===== src/rtl/tbp_pkg.sv =====
package tbp_pkg;

  typedef enum logic [1:0] {
    BUF_BOOT  = 2'd0,
    BUF_DATA0 = 2'd1,
    BUF_DATA1 = 2'd2,
    BUF_RSVD  = 2'd3
  } buf_sel_e;

  typedef enum logic [2:0] {
    ST_IDLE,
    ST_SETTLE,
    ST_RD1,
    ST_RD2,
    ST_CMP
  } poll_st_e;

  localparam int unsigned STATUS_BIT = 6;

  // Whole clock cycles that cover a wait given in picoseconds (at least one).
  function automatic int unsigned settle_cycles(int unsigned wait_ps, int unsigned clk_ps);
    int unsigned c;
    c = (wait_ps + clk_ps - 1) / clk_ps;
    return (c == 0) ? 1 : c;
  endfunction

  // First word of each buffer window.
  function automatic int unsigned window_base(buf_sel_e sel);
    case (sel)
      BUF_DATA0: return 32'h200;
      BUF_DATA1: return 32'h600;
      default:   return 32'h000;
    endcase
  endfunction

  // The buffer actually polled once cold mode has been applied.
  function automatic buf_sel_e effective_sel(logic cold, logic [1:0] code);
    return cold ? BUF_BOOT : buf_sel_e'(code);
  endfunction

endpackage


===== src/rtl/tbp_settle_timer.sv =====
module tbp_settle_timer #(
  parameter int unsigned CYCLES = 35
) (
  input  logic clk,
  input  logic rst_n,
  input  logic load_i,
  input  logic run_i,
  output logic expire_o
);
  localparam int unsigned CW = (CYCLES > 1) ? $clog2(CYCLES) : 1;

  logic [CW-1:0] cnt_q;

  always_ff @(posedge clk) begin
    if (!rst_n)                    cnt_q <= '0;
    else if (load_i)               cnt_q <= CW'(CYCLES - 1);
    else if (run_i && cnt_q != '0) cnt_q <= cnt_q - 1'b1;
  end

  assign expire_o = run_i && (cnt_q == '0);

  // the count never rises while the wait is running
  p_settle_monotonic_r2: assert property (@(posedge clk) disable iff (!rst_n)
    (run_i && !load_i && cnt_q != '0) |=> (cnt_q < $past(cnt_q)) || $past(load_i));

endmodule


===== src/rtl/tbp_poll_budget.sv =====
module tbp_poll_budget #(
  parameter int unsigned W = 8
) (
  input  logic         clk,
  input  logic         rst_n,
  input  logic         clear_i,
  input  logic         miss_i,
  input  logic [W-1:0] limit_i,
  output logic         exhaust_o
);
  logic [W-1:0] misses_q;
  logic [W:0]   next_cnt;

  assign next_cnt  = {1'b0, misses_q} + (W+1)'(1);
  assign exhaust_o = miss_i && (next_cnt >= {1'b0, limit_i});

  always_ff @(posedge clk) begin
    if (!rst_n)                     misses_q <= '0;
    else if (clear_i)               misses_q <= '0;
    else if (miss_i && !exhaust_o)  misses_q <= next_cnt[W-1:0];
  end

  // the stored miss count stays below the effective limit
  p_miss_bound_r6: assert property (@(posedge clk) disable iff (!rst_n)
    (limit_i == '0) ? (misses_q == '0) : (misses_q < limit_i));

endmodule


===== src/rtl/tbp_toggle_cmp.sv =====
module tbp_toggle_cmp (
  input  logic clk,
  input  logic rst_n,
  input  logic cap_first_i,
  input  logic status_i,
  output logic match_o
);
  logic first_q;

  always_ff @(posedge clk) begin
    if (!rst_n)           first_q <= 1'b0;
    else if (cap_first_i) first_q <= status_i;
  end

  assign match_o = (first_q == status_i);

endmodule


===== src/rtl/tbit_poller.sv =====
module tbit_poller
  import tbp_pkg::*;
#(
  parameter int unsigned CLK_PS    = 10000,
  parameter int unsigned SETTLE_PS = 350000,
  parameter int unsigned DATA_W    = 16,
  parameter int unsigned ADDR_W    = 16,
  parameter int unsigned OFF_W     = 4,
  parameter int unsigned POLL_W    = 8
) (
  input  logic              clk,
  input  logic              rst_n,
  input  logic              start_i,
  input  logic [1:0]        target_i,
  input  logic [OFF_W-1:0]  offset_i,
  input  logic              cold_mode_i,
  input  logic              sync_mode_i,
  input  logic [POLL_W-1:0] max_polls_i,
  input  logic [DATA_W-1:0] rd_data_i,
  output logic [ADDR_W-1:0] rd_addr_o,
  output logic              rd_strobe_o,
  output logic              done_o,
  output logic              timeout_o,
  output logic              error_o
);
  localparam int unsigned SETTLE_N = settle_cycles(SETTLE_PS, CLK_PS);
  localparam int unsigned SCW      = $clog2(SETTLE_N + 1);

  poll_st_e          state_q, state_d;
  logic [ADDR_W-1:0] addr_q;
  logic [POLL_W-1:0] limit_q;
  logic              done_q, timeout_q, error_q;
  logic [SCW-1:0]    since_q;
  logic              active_q;

  // Named internal events
  logic     idle, accept, refuse, go, abort;
  logic     settle_expire, pair_match, budget_exhaust;
  logic     cmp_ok, cmp_hit, cmp_miss;
  buf_sel_e eff_sel;
  logic [ADDR_W-1:0] poll_addr;
  logic     unused_data;

  assign unused_data = ^rd_data_i;

  assign idle      = (state_q == ST_IDLE);
  assign eff_sel   = effective_sel(cold_mode_i, target_i);
  assign poll_addr = ADDR_W'(window_base(eff_sel) + 32'(offset_i));
  assign accept    = start_i && idle;
  assign refuse    = accept && (sync_mode_i || eff_sel == BUF_RSVD);
  assign go        = accept && !refuse;
  assign abort     = !idle && sync_mode_i;
  assign cmp_ok    = (state_q == ST_CMP) && !abort;
  assign cmp_hit   = cmp_ok && pair_match;
  assign cmp_miss  = cmp_ok && !pair_match;

  tbp_settle_timer #(.CYCLES(SETTLE_N)) u_timer (
    .clk     (clk),
    .rst_n   (rst_n),
    .load_i  (go),
    .run_i   (state_q == ST_SETTLE),
    .expire_o(settle_expire)
  );

  tbp_toggle_cmp u_cmp (
    .clk        (clk),
    .rst_n      (rst_n),
    .cap_first_i(state_q == ST_RD2),
    .status_i   (rd_data_i[STATUS_BIT]),
    .match_o    (pair_match)
  );

  tbp_poll_budget #(.W(POLL_W)) u_budget (
    .clk      (clk),
    .rst_n    (rst_n),
    .clear_i  (go),
    .miss_i   (cmp_miss),
    .limit_i  (limit_q),
    .exhaust_o(budget_exhaust)
  );

  always_comb begin
    state_d = state_q;
    if (abort) begin
      state_d = ST_IDLE;
    end else begin
      case (state_q)
        ST_IDLE:   if (go) state_d = ST_SETTLE;
        ST_SETTLE: if (settle_expire) state_d = ST_RD1;
        ST_RD1:    state_d = ST_RD2;
        ST_RD2:    state_d = ST_CMP;
        ST_CMP:    state_d = (pair_match || budget_exhaust) ? ST_IDLE : ST_RD1;
        default:   state_d = ST_IDLE;
      endcase
    end
  end

  always_ff @(posedge clk) begin
    if (!rst_n) begin
      state_q   <= ST_IDLE;
      addr_q    <= '0;
      limit_q   <= '0;
      done_q    <= 1'b0;
      timeout_q <= 1'b0;
      error_q   <= 1'b0;
      since_q   <= SCW'(SETTLE_N);
      active_q  <= 1'b0;
    end else begin
      state_q   <= state_d;
      done_q    <= cmp_hit;
      timeout_q <= cmp_miss && budget_exhaust;
      error_q   <= refuse || abort;
      active_q  <= !idle;
      if (go) begin
        addr_q  <= poll_addr;
        limit_q <= max_polls_i;
        since_q <= '0;
      end else if (since_q != SCW'(SETTLE_N)) begin
        since_q <= since_q + 1'b1;
      end
    end
  end

  assign rd_addr_o   = addr_q;
  assign rd_strobe_o = (state_q == ST_RD1) || (state_q == ST_RD2);
  assign done_o      = done_q;
  assign timeout_o   = timeout_q;
  assign error_o     = error_q;

  // no strobe inside the settle window after an accepted start
  p_no_early_strobe_r2: assert property (@(posedge clk) disable iff (!rst_n)
    rd_strobe_o |-> (since_q >= SCW'(SETTLE_N)));

  // address held through an active poll
  p_addr_hold_r3: assert property (@(posedge clk) disable iff (!rst_n)
    (!idle && active_q) |-> $stable(rd_addr_o));

  // a strobe that begins is followed by its partner unless aborted
  p_pair_strobe_r5: assert property (@(posedge clk) disable iff (!rst_n)
    ($rose(rd_strobe_o) && !sync_mode_i) |=> rd_strobe_o);

  // a timeout only follows an exhausted budget
  p_timeout_cause_r6: assert property (@(posedge clk) disable iff (!rst_n)
    (cmp_miss && budget_exhaust) |=> (timeout_o && idle));

  // a refused start leaves the block idle with an error
  p_refuse_r7: assert property (@(posedge clk) disable iff (!rst_n)
    (accept && sync_mode_i) |=> (error_o && idle && !rd_strobe_o));

  // abort beats done in the compare cycle
  p_abort_priority_r8: assert property (@(posedge clk) disable iff (!rst_n)
    ((state_q == ST_CMP) && sync_mode_i) |=> (error_o && !done_o));

  // a start during the read phase does not disturb the sequence
  p_ignore_start_r9: assert property (@(posedge clk) disable iff (!rst_n)
    ((state_q == ST_RD1) && start_i && !sync_mode_i) |=> (state_q == ST_RD2));

  // result flags are exclusive pulses
  p_flags_onehot_r10: assert property (@(posedge clk) disable iff (!rst_n)
    $onehot0({done_o, timeout_o, error_o}));
  p_done_pulse_r10: assert property (@(posedge clk) disable iff (!rst_n)
    done_o |=> !done_o);

endmodule


===== config.mk =====
export PLATFORM = sky130hd
export DESIGN_NAME = tbit_poller
export DESIGN_NICKNAME = d
export VERILOG_FILES = /design/src/rtl/tbp_pkg.sv /design/src/rtl/tbp_settle_timer.sv /design/src/rtl/tbp_poll_budget.sv /design/src/rtl/tbp_toggle_cmp.sv /design/src/rtl/tbit_poller.sv
export SDC_FILE = /design/constraint.sdc
export NUM_CORES = 1
export LEC_CHECK = 0
export BUFFER_PORTS_ARGS = -buffer_cell sky130_fd_sc_hd__buf_4
export CORE_ASPECT_RATIO = 0.9
export CORE_MARGIN = 4
export CORE_UTILIZATION = 51
export DETAILED_ROUTE_END_ITERATION = 6
export PLACE_DENSITY = 0.79
export SLEW_MARGIN = 20
export SYNTH_ARGS = -nofsm -noshare
export SYNTH_HDL_FRONTEND = slang
export SYNTH_SLANG_ARGS = --single-unit
export TNS_END_PERCENT = 50

===== constraint.sdc =====
create_clock -name clk -period 3.14 [get_ports clk]
set_clock_uncertainty 0.1 [all_clocks]
set_input_delay 0.157 -clock clk [delete_from_list [all_inputs] [get_ports clk]]
set_output_delay 0.157 -clock clk [all_outputs]
set_load 0.01 [all_outputs]

# Word level (Yosys, flattened, before mapping)
# Index checks and enable logic that the tools add are counted.
# W data, S select, Z words.
# word_totals
register_bits	45
in_bits	35
output_inout_bits	20
wordCells	61
# classes
addsub	3
order_cmp	1
n_eq_ne	10
muxes	8
bitwise_logic	1
n_reduce_logical	28
# ops
operator	n
$pmux W11 S2	1
$add A16 B4 Y16	1
$pmux W3 S5	1
$logic_and A1 B1 Y1	12
$mux W6	2
$add A8 B1 Y9 const B	1
$ge A9 B8 Y1	1
$eq A3 B2 Y1 const B	2
$logic_not A6 Y1	1
$mux W3	2
$reduce_bool A6 Y1	1
$sub A6 B1 Y6 const B	1
$logic_not A1 Y1	5
$eq A2 B2 Y1 const B	2
$logic_or A1 B1 Y1	4
$mux W2	2
$reduce_or A2 Y1	2
$eq A3 B1 Y1 const B	1
$eq A3 B3 Y1 const B	1
$logic_not A3 Y1	1
$eq A2 B1 Y1 const B	1
$ne A2 B1 Y1 const B	1
$ne A2 B2 Y1 const B	1
$reduce_and A2 Y1	1
other kinds (3)	3

# Longest topological paths before layout
# Gate-level depths: netlist (run 1).
# logic_depth
depth_word	10
mapped_depth	11
depth_no_buf	10

# By module
# From an unflattened synthesis (run 1), not the netlist that was laid out.
# hier_totals
hier_cells	234
hier_area_um2	2113.3
# modules_own_cells
mod	n_inst	cells_each	area_per_inst_um2	seq_area_each_um2
tbit_poller	1	107	1011.0	400.4
tbp_poll_budget	1	83	699.4	160.2
tbp_settle_timer	1	40	357.8	120.1
tbp_toggle_cmp	1	4	45.0	20.0

# Least setup slack after synthesis (run 1)
# Ideal clock, no wire load.
# synth_path
path_kind	reg-to-reg
start	register u_budget.misses_q[0]
end	register u_budget.misses_q[6]
setup_ns	0.115
arrival_ns	2.516
required_time_ns	2.925
setup_slack_ns	0.409
path_stages_with_launch	12
n_path_buf	1
synth_period_minus_slack_ns	2.731
cell_sequence	dfxtp_1 -> ha_1 -> and3_1 -> nand3_1 -> xnor2_1 -> ha_1 -> and3_1 -> a221oi_2 -> o21ai_1 -> buf_6 -> o31a_1 -> o21a_1
# synth_between
elab_chain_len	5
# synth_rtl
item	line_no	rtl
start: declaration	tbp_poll_budget.sv:11	logic [W-1:0] misses_q;
start signal: assignment	tbp_poll_budget.sv:20	else if (miss_i && !exhaust_o) misses_q <= next_cnt[W-1:0];
$add A8 B1 Y9 (*)	tbp_poll_budget.sv:14	assign next_cnt = {1'b0, misses_q} + (W+1)'(1);
net u_budget.next_cnt[6]	tbp_poll_budget.sv:12	logic [W:0] next_cnt;
$ge A9 B8 Y1	tbp_poll_budget.sv:15	assign exhaust_o = miss_i && (next_cnt >= {1'b0, limit_i});
$logic_and A1 B1 Y1	tbp_poll_budget.sv:15	
$logic_not A1 Y1	tbp_poll_budget.sv:20	
$logic_and A1 B1 Y1	tbp_poll_budget.sv:20	
# The timed path passes the listed nets; every way through them passes the cells marked *.
# A chain may end at the register's enable or synchronous reset.

# Worst setup path in the final report (run 1)
# layout_path
start	register u_budget.misses_q[3]
end	register u_budget.misses_q[3]
# layout_between
elab_chain_len	5
# layout_rtl
item	line_no
$add A8 B1 Y9	tbp_poll_budget.sv:14
net u_budget.next_cnt[7]	tbp_poll_budget.sv:12
$ge A9 B8 Y1	tbp_poll_budget.sv:15
$logic_and A1 B1 Y1	tbp_poll_budget.sv:15
$logic_not A1 Y1	tbp_poll_budget.sv:20
$logic_and A1 B1 Y1	tbp_poll_budget.sv:20
# The timed path passes the listed nets, and every way through them passes these cells.

==> results.py, run 1 <==
metrics = {
    "timing": {
        "rsz0062_at_grt": "no",
        "slew_headroom_pct": 57.2,
        "finalSetupViolations": 0,
        "setup_tns_ps": 0,
        "hold_violations": 0,
        "fin_crit_ps": 2880,
        "fmax_mhz": 348,
        "finalCritPeriodShare_pct": 91.6,
        "tightest_slew_ps": 642,
        "report.final.slew_viol_count": 0,
    },
    "setup_path": {
        "worstSetupEndpointType": "flop",
        "startpoint_type": "flop",
        "critical_path_required_ps": 3270,
        "arrival_ps": 3010,
        "worstSetupPathType": "reg -> reg",
        "ff2ff_setup_slack_ps": 260,
        "critPathMaxFanout": 12,
    },
    "cells_and_area": {
        "layout-drive-gt1-share_pct": 20.8,
        "area_delta_synth_final_pct": 20.0,
        "nNetsFinal": 312,
        "fin_util_pct": 65.6,
        "antenna_cells": 0,
        "fillers": 320,
    },
    "global_route": {
        "grt_max_degree": 20,
        "antenna_found_initial": 0,
        "track_usage_pct": 18.6,
        "grt-ovfl-total": 0,
        "grt_pass1_vias": 1509,
        "grt_first_pass_wirelength_mm": 6.94,
    },
    "route": {
        "wl_per_cell_um": 12.9,
        "via_count": 1618,
        "viasPerCell": 5.24,
        "ant_nets": 0,
        "wl_mm": 3.98,
        "first_iter_violations": 100,
        "drc_errors": 0,
        "first_pass_iters": 6,
    },
    "clock_network": {
        "clockRootBuffer": "clkbuf_8",
        "numCtsBuffers": 5,
        "clock-sinks": 35,
        "cts.reportedPaths.clkPinSlew_ps": 70,
        "cts_buffer_depth": 2,
        "hold_buffers": 0,
        "clk_latency_ps": 290,
        "cts_tree": "done",
        "cts_max_level": 2,
    },
    "die": {
        "pin_count": 55,
        "coreArea_sq_um": 3500,
        "initial_core_util_pct": 54.7,
        "chipHeight_um": 66.2,
        "num_rows": 20,
        "die_area_sq_um": 4800,
        "die_w_um": 72.6,
    },
    "synth": {
        "yosysWarnings": 0,
        "synth_edf_count": 0,
        "synth_flop_cell": "dfxtp_1",
        "ys_seq_elements": 35,
        "syn_area_sq_um": 1920,
        "ys_types": 47,
        "netlist_instances": 231,
        "syn_avg_cell_area_sq_um": 8.30,
        "async_flop_share_pct": 0,
        "seq_area_frac_synth_pct": 36.6,
    },
    "min_path": {
        "hp-class": "in -> reg",
    },
    "power": {
        "power.leakage_nw": 0.989,
        "ir_drop_mv": 0.309,
        "power_density_nw_per_um2": 484,
    },
    "run": {
        "cap_violations": 0,
    },
    "outcome": {
        "status": "completed",
    },
    "place": {
        "dp_hpwl_mm": 2.85,
        "io_buffers": 29,
        "routabilityCongestion": 0.807,
    },
}
==> cells in the mapped netlist (all sizes together) (5+ instances only) <==
library cell / number / share of area, %
xor2: 7 / 3.2
nor2: 19 / 3.7
xnor2: 6 / 2.7
nand2: 36 / 7.0
ha: 13 / 8.5
a21oi: 21 / 5.7
o21ai: 9 / 2.5
inv: 10 / 2.0
nand3: 9 / 2.3
buf: 13 / 5.4
dfxtp: 35 / 37
and3: 7 / 2.3
nor3: 5 / 1.9
==> metal layers <==
metal / global-route usage, % / vias up / wire length, um
met5: 0 / - / 0
met4: 8.29 / 0 / 74
met3: 4.56 / 8 / 198
met2: 29.8 / 37 / 1880
met1: 23.4 / 737 / 1820
li1: - / 836 / -
==> logic make-up (layout without fill, tap and decap cells) <==
| family | Yosys count | after routing | synth area share [%] |
|---|---|---|---|
| mux | 1 | 1 | 0.522 |
| fa+ha+maj | 13 | 13 | 8.49 |
| buf+inv | 27 | 52 | 8.09 |
| simple gates | 95 | 95 | 24.2 |
| compound gates | 46 | 46 | 16.0 |
| flops | 35 | 35 | 36.6 |
| xor+xnor | 13 | 13 | 5.94 |
| other cells | 1 | 10 | 0.196 |
==> path summary, 6_finish.rpt <==
| path | endpoint | start | cells after the start |
|---|---|---|---|
| max | u_budget.misses_q[3] | u_budget.misses_q[3] | 10 |
| min | limit_q[2] | max_polls_i[2] | 3 |
| max reg2reg | u_budget.misses_q[3] | u_budget.misses_q[3] | 10 |
| min reg2reg | limit_q[2] | limit_q[2] | 2 |
==> per-stage QoR <==
stage / setup slack, ps / hold WS [ps] / power (mW) / instance area, sq um / cells
global route: 11.0 / 2.59 / 1.17 / 2300 / 309
floorplan: 409 / 174 / 0.591 / 1950 / 240
finish: 262 / 3.74 / 1.11 / 2300 / 309
global placement: 214 / 305 / 0.625 / 2140 / 301
CTS: 141 / 1.61 / 1.12 / 2280 / 309
detailed placement: 144 / 313 / 0.629 / 2140 / 301
==> cell usage in the layout, fill, tap and decap left out, drive strengths merged, types with 6 or more instances in the layout <==
master / count
nand2: 36
o21ai: 9
nand3: 9
ha: 13
and3: 7
buf: 33
conb: 10
nor2: 19
inv: 10
a21oi: 21
dfxtp: 35
xnor2: 6
xor2: 7
==> timing repair <==
item | CTS | global route
buffers inserted | 0 | 0
hold endpoints to repair | 0 | 0
resized for setup | 0 | 4
setup endpoints to repair | 0 | 6
==> worst max-delay path, stage by stage, from the launching register on <==
cell      delay, ps
dfxtp_1         420
nand2_1          80
nor2_1          150
and3_1          250
xor2_1          160
ha_1            280
and3_1          230
a221oi_4        340
o21ai_4         170
or4_1           500
a21oi_1         140
==> where the power goes <==
| group | leakage (nW) | switching, mW | total [mW] | internal (mW) |
|---|---|---|---|---|
| registers | 0.285 | 0.0139 | 0.476 | 0.463 |
| logic | 0.640 | 0.0814 | 0.144 | 0.0627 |
| clock network | 0.0644 | 0.175 | 0.492 | 0.317 |
==> final cells by class <==
cell class              count  area, sq um  share of cell area (%)
repair buffers             33          248                    10.8
clock buffers               5         68.8                    2.99
inverters                  11         41.3                    1.80
clock inverters             3         67.6                    2.94
flip-flops and latches     35          702                    30.5
well taps                  44         55.1                    2.39
multi-input cells         178         1120                    48.6
==> state kept, by name, summed over array words and instances (netlist names) <==
signal	cells
limit_q	8
u_budget.misses_q	8
rd_addr_o	6
u_timer.cnt_q	6
state_q	3
done_o	1
error_o	1
timeout_o	1
u_cmp.first_q	1
No activity file was read; power rests on OpenSTA's default activity.
==> inputs of run 2 (changes only) <==
- ABC_AREA: unset -> 1
- CORE_UTILIZATION: 51 -> 52
- GPL_ROUTABILITY_DRIVEN: unset -> 0
==> results.py, run 2 <==
metrics = {
    "cells_and_area": {
        "layout-drive-gt1-share_pct": 22.8,
        "top_regs": "limit_q (8), u_budget.misses_q (8)",
        "most-common-layout-cells": "nand2_1, inv_1, dfxtp_1",
        "antenna_cells": 0,
        "layout_commonest_cell": "nand2_1",
        "nNetsFinal": 345,
        "area_delta_synth_final_pct": 17.1,
        "fillers": 310,
    },
    "setup_path": {
        "startpoint": "u_budget.misses_q[0]",
        "critPathMaxFanout": 13,
        "worstSetupEndpointType": "flop",
        "arrival_ps": 2620,
        "critical_path_required_ps": 3230,
        "worstSetupPathType": "reg -> reg",
        "startpoint_type": "flop",
        "reg2reg_from": "u_budget.misses_q[0]",
    },
    "timing": {
        "finalSetupViolations": 0,
        "hold_violations": 0,
        "fin_crit_ps": 2530,
        "rsz0062_at_grt": "no",
        "finalCritPeriodShare_pct": 80.6,
        "setup_tns_ps": 0,
        "report.final.slew_viol_count": 0,
        "fmax_mhz": 395,
    },
    "synth": {
        "synth-compound-area-share_pct": 13.6,
        "synth_area_leaders": "dfxtp_1, ha_1, nand2_1",
        "syn_area_sq_um": 2010,
        "netlist_instances": 261,
        "ys_top_cells_by_count": "nand2_1, inv_1, dfxtp_1",
        "async_flop_share_pct": 0,
        "synth_xor_area_share_pct": 2.17,
        "synth_edf_count": 0,
        "synth_top_family_by_area": "simple AND/OR/NAND/NOR gates",
        "synth_flop_cell": "dfxtp_1",
        "seq_area_frac_synth_pct": 34.8,
        "yosysMostFrequentCell": "nand2_1",
        "ys_types": 38,
        "synthMuxAreaShare_pct": 0,
        "synthSimpleGateAreaFrac_pct": 27.7,
        "yosysWarnings": 0,
        "synth_top_area_cell": "dfxtp_1",
        "syn_avg_cell_area_sq_um": 7.72,
        "yosysTopAreaCellShare_pct": 34.8,
        "synthAdderAreaFrac_pct": 8.07,
        "ys_seq_elements": 35,
    },
    "route": {
        "wl_mm": 3.85,
        "drc_errors": 0,
        "first_pass_iters": 5,
        "first_iter_violations": 128,
        "viasPerCell": 4.90,
        "wl_per_cell_um": 11.2,
        "ant_nets": 0,
        "via_count": 1686,
    },
    "global_route": {
        "grt_max_degree": 24,
        "grt-ovfl-total": 0,
        "antenna_found_initial": 0,
        "grt_first_pass_wirelength_mm": 6.67,
        "track_usage_pct": 17.3,
        "grt_pass1_vias": 1549,
    },
    "min_path": {
        "hp-class": "in -> reg",
        "hold_start": "rd_data_i[6]",
    },
    "clock_network": {
        "clock-sinks": 35,
        "cts_buffer_depth": 2,
        "cts_tree": "done",
        "numCtsBuffers": 5,
        "cts_max_level": 2,
        "clk_latency_ps": 300,
        "post_cts_buffers": 0,
        "cts.reportedPaths.clkPinSlew_ps": 80,
        "clockRootBuffer": "clkbuf_8",
    },
    "die": {
        "pin_count": 55,
        "die_w_um": 73.6,
        "num_rows": 21,
        "coreArea_sq_um": 3730,
        "chipHeight_um": 67.0,
        "die_area_sq_um": 4930,
        "initial_core_util_pct": 54.0,
    },
    "place": {
        "dp_hpwl_mm": 2.76,
        "io_buffers": 29,
    },
    "power": {
        "ir_drop_mv": 0.282,
        "p_total_mw": 1.04,
        "power.leakage_nw": 1.12,
        "power_density_nw_per_um2": 442,
    },
    "run": {
        "cap_violations": 0,
    },
    "outcome": {
        "status": "completed",
    },
}
## run 2: cell type report
cell class / count / area [sq um] / area share [%]
Timing Repair Buffer: 34 / 268 / 11.3
Sequential cell: 35 / 701 / 29.7
Multi-Input combinational cell: 180 / 1080 / 45.6
Clock buffer: 6 / 82.6 / 3.50
Clock inverter: 2 / 16.3 / 0.689
Tap cell: 46 / 57.6 / 2.44
Inverter: 41 / 159 / 6.73
## run 2: worst max-delay path: stages (launching register included)
cell,delay [ps]
dfxtp_1,450
ha_1,240
nand3_2,130
xor2_1,280
ha_1,300
nand2_1,60
inv_1,40
nand2_1,60
nand3_1,70
nand2_1,60
nand2_1,50
nand2_1,170
nand3_4,180
nor2_1,160
nor2_2,50
## run 2: cells by family after synthesis
logic type | count (synthesis)
AOI/OAI and AO/OA | 44
adders and majority gates | 13
DFF | 35
buffers and inverters | 55
xor gates and xnor gates | 5
and+or+nand+nor | 108
other | 1
## run 2: per-stage QoR
| step | utilization (%) | instances | hold WS [ps] | setup WS (ps) | instance area, sq um |
|---|---|---|---|---|---|
| global route | 63.2 | 344 | 23.3 | 434 | 2360 |
| finish | 63.2 | 344 | 7.79 | 609 | 2360 |
| CTS | 63.2 | 344 | 4.55 | 636 | 2360 |
| detailed placement | 59.3 | 331 | 286 | 680 | 2210 |
| floorplan | - | 270 | 192 | 949 | 2050 |
| global placement | 59.3 | 331 | 278 | 714 | 2210 |
## run 2: worst paths after layout
check / cells past startpoint / endpoint / slack (ps)
worst max-delay path: 14 / u_budget.misses_q[6] / 610
worst min-delay path: 3 / u_cmp.first_q / 8
worst max register to register: 14 / u_budget.misses_q[6] / 610
worst min register to register: 2 / limit_q[1] / 360
## run 2: metal layers
metal | wire length [um] | GRT usage, %
met3 | 178 | 4.22
met1 | 1880 | 21.6
met4 | 65 | 5.43
met2 | 1720 | 29.1
met5 | 0 | 0
## run 2: power breakdown
part	leakage [nW]	internal (mW)	switching [mW]
logic	0.791	0.0824	0.122
clock network	0.0474	0.179	0.175
registers	0.285	0.470	0.0138
## run 2: repair_timing
item / 4_1_cts / 5_1_grt
gates resized for setup: 0 / 0
hold endpoints to repair: 5 / 0
hold buffers: 5 / 0
